--- src/rtl/mdio_pkg.sv ---
package mdio_pkg;
    localparam int unsigned CMD_W      = 32;
    localparam int unsigned DATA_W     = 16;
    localparam int unsigned ADDR_W     = 5;
    localparam int unsigned FRAME_BITS = 64;
    localparam int unsigned IDX_W      = $clog2(FRAME_BITS);
    localparam int unsigned PRE_BITS   = 32;
    localparam int unsigned TA_FIRST   = PRE_BITS + 4 + 2 * ADDR_W;
    localparam int unsigned DATA_FIRST = TA_FIRST + 2;

    localparam int unsigned B_REG_LO = DATA_W;
    localparam int unsigned B_PHY_LO = DATA_W + ADDR_W;
    localparam int unsigned B_WR     = 26;
    localparam int unsigned B_RD     = 27;
    localparam int unsigned B_RDY    = 28;
    localparam int unsigned B_IE     = 29;

    typedef enum logic { SQ_IDLE, SQ_RUN } seq_state_e;

    function automatic logic [FRAME_BITS-1:0] build_frame(
        input logic              is_rd,
        input logic [ADDR_W-1:0] phy,
        input logic [ADDR_W-1:0] rsel,
        input logic [DATA_W-1:0] wd
    );
        logic [1:0] op;
        logic [1:0] ta;
        logic [DATA_W-1:0] body;
        op   = is_rd ? 2'b10 : 2'b01;
        ta   = is_rd ? 2'b11 : 2'b10;
        body = is_rd ? {DATA_W{1'b1}} : wd;
        return {{PRE_BITS{1'b1}}, 2'b01, op, phy, rsel, ta, body};
    endfunction
endpackage

--- src/rtl/mdio_mdc_div.sv ---
module mdio_mdc_div #(
    parameter int unsigned MDC_HALF = 10
) (
    input  logic clk,
    input  logic rst_n,
    input  logic run,
    output logic tick
);
    localparam int unsigned CW = (MDC_HALF > 1) ? $clog2(MDC_HALF) : 1;

    typedef struct packed {
        logic [CW-1:0] cnt;
    } div_t;

    div_t d, q;

    always_comb begin
        d = q;
        tick = 1'b0;
        if (!run) begin
            d.cnt = '0;
        end else if (q.cnt == CW'(MDC_HALF - 1)) begin
            d.cnt = '0;
            tick  = 1'b1;
        end else begin
            d.cnt = q.cnt + 1'b1;
        end
    end

    always_ff @(posedge clk) begin
        if (!rst_n) q <= '0;
        else        q <= d;
    end

    a_r7_tick_spacing: assert property (@(posedge clk) disable iff (!rst_n)
        tick |=> !tick);
endmodule

--- src/rtl/mdio_frame_seq.sv ---
module mdio_frame_seq
    import mdio_pkg::*;
#(
    parameter int unsigned MDC_HALF = 10
) (
    input  logic              clk,
    input  logic              rst_n,
    input  logic              start,
    input  logic              is_rd,
    input  logic [ADDR_W-1:0] phy,
    input  logic [ADDR_W-1:0] rsel,
    input  logic [DATA_W-1:0] wd,
    input  logic              mdio_i,
    output logic              busy,
    output logic              done,
    output logic [DATA_W-1:0] rdata,
    output logic              mdc,
    output logic              mdio_o,
    output logic              mdio_oe
);
    typedef struct packed {
        seq_state_e            st;
        logic                  mdc;
        logic                  oe;
        logic                  dout;
        logic                  rdop;
        logic                  done;
        logic [IDX_W-1:0]      idx;
        logic [FRAME_BITS-1:0] sr;
        logic [DATA_W-1:0]     rd;
    } seq_t;

    seq_t d, q;
    logic tick;

    mdio_mdc_div #(.MDC_HALF(MDC_HALF)) u_div (
        .clk  (clk),
        .rst_n(rst_n),
        .run  (q.st == SQ_RUN),
        .tick (tick)
    );

    always_comb begin
        d = q;
        d.done = 1'b0;
        case (q.st)
            SQ_IDLE: begin
                d.mdc = 1'b1;
                d.oe  = 1'b0;
                if (start) begin
                    d.st   = SQ_RUN;
                    d.sr   = build_frame(is_rd, phy, rsel, wd);
                    d.idx  = '0;
                    d.rdop = is_rd;
                    d.rd   = '0;
                end
            end
            default: begin
                if (tick) begin
                    if (q.mdc) begin
                        d.mdc  = 1'b0;
                        d.dout = q.sr[FRAME_BITS-1];
                        d.oe   = !q.rdop || (q.idx < IDX_W'(TA_FIRST));
                    end else begin
                        d.mdc = 1'b1;
                        d.sr  = q.sr << 1;
                        if (q.rdop && q.idx >= IDX_W'(DATA_FIRST))
                            d.rd = {q.rd[DATA_W-2:0], mdio_i};
                        if (q.idx == IDX_W'(FRAME_BITS - 1)) begin
                            d.st   = SQ_IDLE;
                            d.done = 1'b1;
                            d.oe   = 1'b0;
                        end else begin
                            d.idx = q.idx + 1'b1;
                        end
                    end
                end
            end
        endcase
    end

    always_ff @(posedge clk) begin
        if (!rst_n) begin
            q      <= '0;
            q.st   <= SQ_IDLE;
            q.mdc  <= 1'b1;
            q.dout <= 1'b1;
        end else begin
            q <= d;
        end
    end

    assign busy    = (q.st == SQ_RUN);
    assign done    = q.done;
    assign rdata   = q.rd;
    assign mdc     = q.mdc;
    assign mdio_o  = q.dout;
    assign mdio_oe = q.oe;

    // clock parked high outside frames
    a_r7_mdc_idle_high: assert property (@(posedge clk) disable iff (!rst_n)
        (q.st == SQ_IDLE) |-> q.mdc);
    // line released through turnaround and data on reads
    a_r4_read_release: assert property (@(posedge clk) disable iff (!rst_n)
        (q.st == SQ_RUN && q.rdop && !q.mdc && q.idx >= IDX_W'(TA_FIRST)) |-> !q.oe);
    // completion only after the last bit
    a_r6_done_last_bit: assert property (@(posedge clk) disable iff (!rst_n)
        q.done |-> ($past(q.idx) == IDX_W'(FRAME_BITS - 1)));
endmodule

--- src/rtl/mdio_cmd_engine.sv ---
module mdio_cmd_engine
    import mdio_pkg::*;
#(
    parameter int unsigned MDC_HALF = 10
) (
    input  logic        clk,
    input  logic        rst_n,
    input  logic        cmd_wr,
    input  logic [31:0] cmd_wdata,
    output logic [31:0] cmd_status,
    output logic        irq,
    output logic        mdc,
    output logic        mdio_o,
    output logic        mdio_oe,
    input  logic        mdio_i
);
    typedef struct packed {
        logic [CMD_W-1:0] stat;
        logic             nop;
        logic             irq;
    } top_t;

    top_t d, q;
    logic take, start, seq_busy, seq_done;
    logic [DATA_W-1:0] seq_rd;

    assign take  = cmd_wr && q.stat[B_RDY];
    assign start = take && (cmd_wdata[B_RD] || cmd_wdata[B_WR]);

    mdio_frame_seq #(.MDC_HALF(MDC_HALF)) u_seq (
        .clk    (clk),
        .rst_n  (rst_n),
        .start  (start),
        .is_rd  (cmd_wdata[B_RD]),
        .phy    (cmd_wdata[B_PHY_LO +: ADDR_W]),
        .rsel   (cmd_wdata[B_REG_LO +: ADDR_W]),
        .wd     (cmd_wdata[DATA_W-1:0]),
        .mdio_i (mdio_i),
        .busy   (seq_busy),
        .done   (seq_done),
        .rdata  (seq_rd),
        .mdc    (mdc),
        .mdio_o (mdio_o),
        .mdio_oe(mdio_oe)
    );

    always_comb begin
        d = q;
        if (take) begin
            d.stat = {2'b00, cmd_wdata[B_IE], 1'b0, cmd_wdata[B_RD:0]};
            d.nop  = !(cmd_wdata[B_RD] || cmd_wdata[B_WR]);
        end else if (q.nop) begin
            d.stat[B_RDY] = 1'b1;
            d.nop         = 1'b0;
        end else if (seq_done) begin
            d.stat[B_RDY] = 1'b1;
            if (q.stat[B_RD])
                d.stat[DATA_W-1:0] = seq_rd;
        end
        d.irq = d.stat[B_RDY] && d.stat[B_IE];
    end

    always_ff @(posedge clk) begin
        if (!rst_n) begin
            q             <= '0;
            q.stat[B_RDY] <= 1'b1;
        end else begin
            q <= d;
        end
    end

    assign cmd_status = q.stat;
    assign irq        = q.irq;

    // taking a command drops ready
    a_r2_ready_clears: assert property (@(posedge clk) disable iff (!rst_n)
        (cmd_wr && cmd_status[B_RDY]) |=> !cmd_status[B_RDY]);
    // interrupt only with enable
    a_r8_irq_needs_ie: assert property (@(posedge clk) disable iff (!rst_n)
        $rose(irq) |-> cmd_status[B_IE]);
    // busy-time writes leave the command fields alone
    a_r9_busy_write_ignored: assert property (@(posedge clk) disable iff (!rst_n)
        (cmd_wr && !cmd_status[B_RDY]) |=> $stable(cmd_status[31:16]));
    // no frame activity once ready is back
    a_r6_idle_when_ready: assert property (@(posedge clk) disable iff (!rst_n)
        cmd_status[B_RDY] |-> !seq_busy);
endmodule

--- config.mk ---
export PLATFORM = sky130hd
export DESIGN_NAME = mdio_cmd_engine
export DESIGN_NICKNAME = d
export VERILOG_FILES = /design/src/rtl/mdio_pkg.sv /design/src/rtl/mdio_mdc_div.sv /design/src/rtl/mdio_frame_seq.sv /design/src/rtl/mdio_cmd_engine.sv
export SDC_FILE = /design/constraint.sdc
export NUM_CORES = 1
export LEC_CHECK = 0
export ABC_AREA = 1
export BUFFER_PORTS_ARGS = -buffer_cell sky130_fd_sc_hd__clkbuf_2
export CAP_MARGIN = 20
export CORE_ASPECT_RATIO = 1.5
export CORE_UTILIZATION = 42
export CTS_CLUSTER_DIAMETER = 120
export CTS_CLUSTER_SIZE = 20
export DETAILED_ROUTE_END_ITERATION = 6
export GPL_TIMING_DRIVEN = 0
export PLACE_DENSITY = 0.67
export SLEW_MARGIN = 20
export SYNTH_ARGS = -nofsm -noshare
export SYNTH_HDL_FRONTEND = slang
export SYNTH_HIERARCHICAL = 1
export SYNTH_SLANG_ARGS = --single-unit
--- constraint.sdc ---
create_clock -name clk -period 2.35 [get_ports clk]
set_input_delay 0.3525 -clock clk [delete_from_list [all_inputs] [get_ports clk]]
set_output_delay 0.3525 -clock clk [all_outputs]
set_load 0.01 [all_outputs]
==> flow_summary.json <==
{
  "status": "finished clean",
  "dp.cells": 994,
  "first_pass_iters": 5,
  "die_w_um": 97.4,
  "nets": 893,
  "r2r_cells": 10,
  "wirelength_um": 13900,
  "worstSkewPairLatency_ns": 0.41,
  "leakagePower_nw": 3.22,
  "rsz0062_at_grt": "no",
  "clk_pin_slew_ns": 0.06,
  "row_count": 51,
  "grt_pass1_vias": 4629,
  "clock_skew_ns": 0.00526,
  "num-fill-cells": 1303,
  "path_max_fanout": 10,
  "grt_max_degree": 17,
  "yosysWarnings": 6,
  "synth_area_leader_cell": "dfxtp_1",
  "clock-sinks": 128,
  "dp_hpwl_um": 9940,
  "detail-route-antenna-nets": 0,
  "synth_top_area_share_pct": 44.7,
  "die_h_um": 145,
  "cts_tree": "yes",
  "gp_congestion": 0.857,
  "whs_ns": 0.161,
  "grt_first_pass_wirelength_um": 22800,
  "grt-ovfl-total": 0,
  "final-hold-violation-count": 0,
  "fmax_mhz": 484,
  "via_per_inst": 4.95,
  "tightestPinTransition_ns": 0.575,
  "yosysUniqueCellTypes": 35,
  "syn-cell-area_mm2": 0.00573,
  "wl_per_cell_um": 13.6,
  "cp-start-kind": "register",
  "power_density_mw_per_mm2": 862,
  "postCtsSetupBuffers": 0,
  "start_util_pct": 43.6,
  "cts-htree-levels": 4,
  "maxCapViolCount": 0,
  "endpoint": "u_seq/q[43]$_SDFFE_PN0P_",
  "grt_usage_pct": 20.2,
  "drive_gt1_share_pct": 22.7,
  "portBuffers": 65,
  "clk_path_buf_depth": 2,
  "clock-root-buffer": "clkbuf_16",
  "endpoint_kind": "register",
  "grt_antenna_before_repair": 0,
  "crit_type": "reg -> reg",
  "n_antenna_cell": 0,
  "drt_iter0_markers": 255,
  "cts_resized": 0,
  "yosys_register_bits": 128,
  "hp-start": "cmd_wdata[26]",
  "drc_errors": 0,
  "min_period_ns": 2.07,
  "dieArea_mm2": 0.0141,
  "io_pins": 72,
  "synth.top_cells.by_area": "dfxtp_1 (45%), nand2_1 (11%), buf_4 (6.9%), nor2_1 (5.6%), o21ai_0 (5.3%)",
  "fin_crit_sh_pct": 87.9,
  "rrSetupSlack_ns": 0.28,
  "area_delta_synth_final_pct": 20.0,
  "numCtsBuffers": 17,
  "cts_hold_buf": 0,
  "via_count": 5069,
  "avgSynthCellArea_um2": 7.46,
  "r2r_end": "u_seq/q[43]$_SDFFE_PN0P_",
  "yosysSeqAreaShare_pct": 44.7,
  "fin_setup_tns_ns": 0,
  "cp-startpoint": "u_seq/u_div/q[0]$_SDFF_PP0_",
  "min_path_type": "in -> reg",
  "worstPathArrival_ns": 2.34,
  "core-area_mm2": 0.0131,
  "regToRegStartpoint": "u_seq/u_div/q[0]$_SDFF_PP0_",
  "setup_violations": 0,
  "final_cells": 1025,
  "slew_viol_final": 0,
  "syn_inst": 769,
  "slew_headroom_pct": 61.6,
  "ir_drop_v": 0.000451,
  "worstPathRequired_ns": 2.63
}
cells by family after synthesis:
group                      share of synthesized area (%)
xor gates and xnor gates                           0.458
and+or+nand+nor                                     24.2
DFF                                                 44.7
other                                             0.0654
AOI/OAI and AO/OA                                   15.5
adders and majority gates                          0.655
buffers and inverters                               14.4
report_power, final:
group	leakage, nW	switching, mW	total (mW)	internal, mW
clock network	0.298	0.936	2.75	1.82
registers	1.05	0.0809	2.41	2.33
logic	1.88	0.461	0.767	0.305
area by class of cell:
cell class,instances,area [um^2],area share [%]
Multi-Input combinational cell,490,2350,34.1
Tap cell,159,199,2.89
Clock inverter,11,163,2.36
Clock buffer,20,457,6.64
Sequential cell,128,2560,37.2
Inverter,56,218,3.16
Timing Repair Buffer,65,325,4.73
Buffer,96,611,8.87
worst max-delay path, stage by stage (launching register included):
cell and delay (ns):
dfxtp_1 0.40, ha_1 0.19, nand2_2 0.06, nor2_1 0.21
inv_2 0.08, nor2_4 0.16, nand2_4 0.12, nand2_8 0.12
buf_2 0.22, buf_2 0.26, a31oi_1 0.12
sequential cells by signal, indices dropped and copies added (netlist names):
name,flops
u_seq/u_div/q,4
u_seq/q,71
u_seq/mdc,1
u_seq/mdio_oe,1
cmd_status,30
q,1
u_seq/busy,1
u_seq/rdata,16
u_seq/mdio_o,1
irq,1
u_seq/done,1
placed cells by master, fill, tap and decap left out, types with 3 or more instances in the layout:
master and instances:
o22ai_1 18, nand2_1 163, clkbuf_1 19, a31oi_1 11, o221a_2 9, buf_1 4, dfxtp_1 128, nand2_2 4
buf_6 4, clkbuf_16 17, clkinvlp_4 3, bufinv_16 4, o21ai_0 61, nor2_1 86, inv_2 3, buf_2 17
a21oi_1 53, clkinv_2 4, ha_1 3, o21ai_1 4, nand3_1 58, nand2_4 3, inv_1 51, buf_4 53
clkbuf_2 65
worst min path at each step:
stage	slack, ns	to	cells past startpoint
final	0.16	q[1]$_SDFF_PN0_	2
after global routing	0.17	q[1]$_SDFF_PN0_	2
after CTS	0.15	q[1]$_SDFF_PN0_	2
after detailed placement	0.45	u_seq/q[69]$_SDFFE_PN0P_	2
after global placement	0.44	u_seq/q[69]$_SDFFE_PN0P_	2
after floorplan	0.42	u_seq/q[69]$_SDFFE_PN0P_	2
Yosys cell counts, drive strengths merged:
library cell	number
inv	55
a31oi	11
nand2	171
xnor2	1
xor2	2
ha	3
clkinv	1
clkbuf	18
conb	1
nand4	2
buf	78
o221a	9
nand3	59
o21ai	65
o22ai	18
a21oi	53
nor4	1
dfxtp	128
o31ai	1
a211oi	1
nor3	1
nor2	90
through the flow:
stage	cell area (um^2)	power [mW]	utilization, %	setup slack (ns)
5_1_grt	6880	6.18	52.3	0.0889
3_3_place_gp	6260	3.21	47.6	0.321
2_1_floorplan	5740	2.98	-	0.651
4_1_cts	6880	5.98	52.3	0.282
3_5_place_dp	6260	3.21	47.6	0.300
6_report	6880	5.93	52.3	0.284
routing by layer:
layer  vias to the layer above  wire length, um  share of wire (%)  global-route usage, %
met2                       145             6840                 49                   34.3
li1                       2635                -                  -                      -
met3                        22              628                4.5                   4.09
met5                         -                0                  0                      0
met1                      2267             6060                 44                   24.2
met4                         0              367                2.6                   9.34
(Power assumes the default switching activity.)
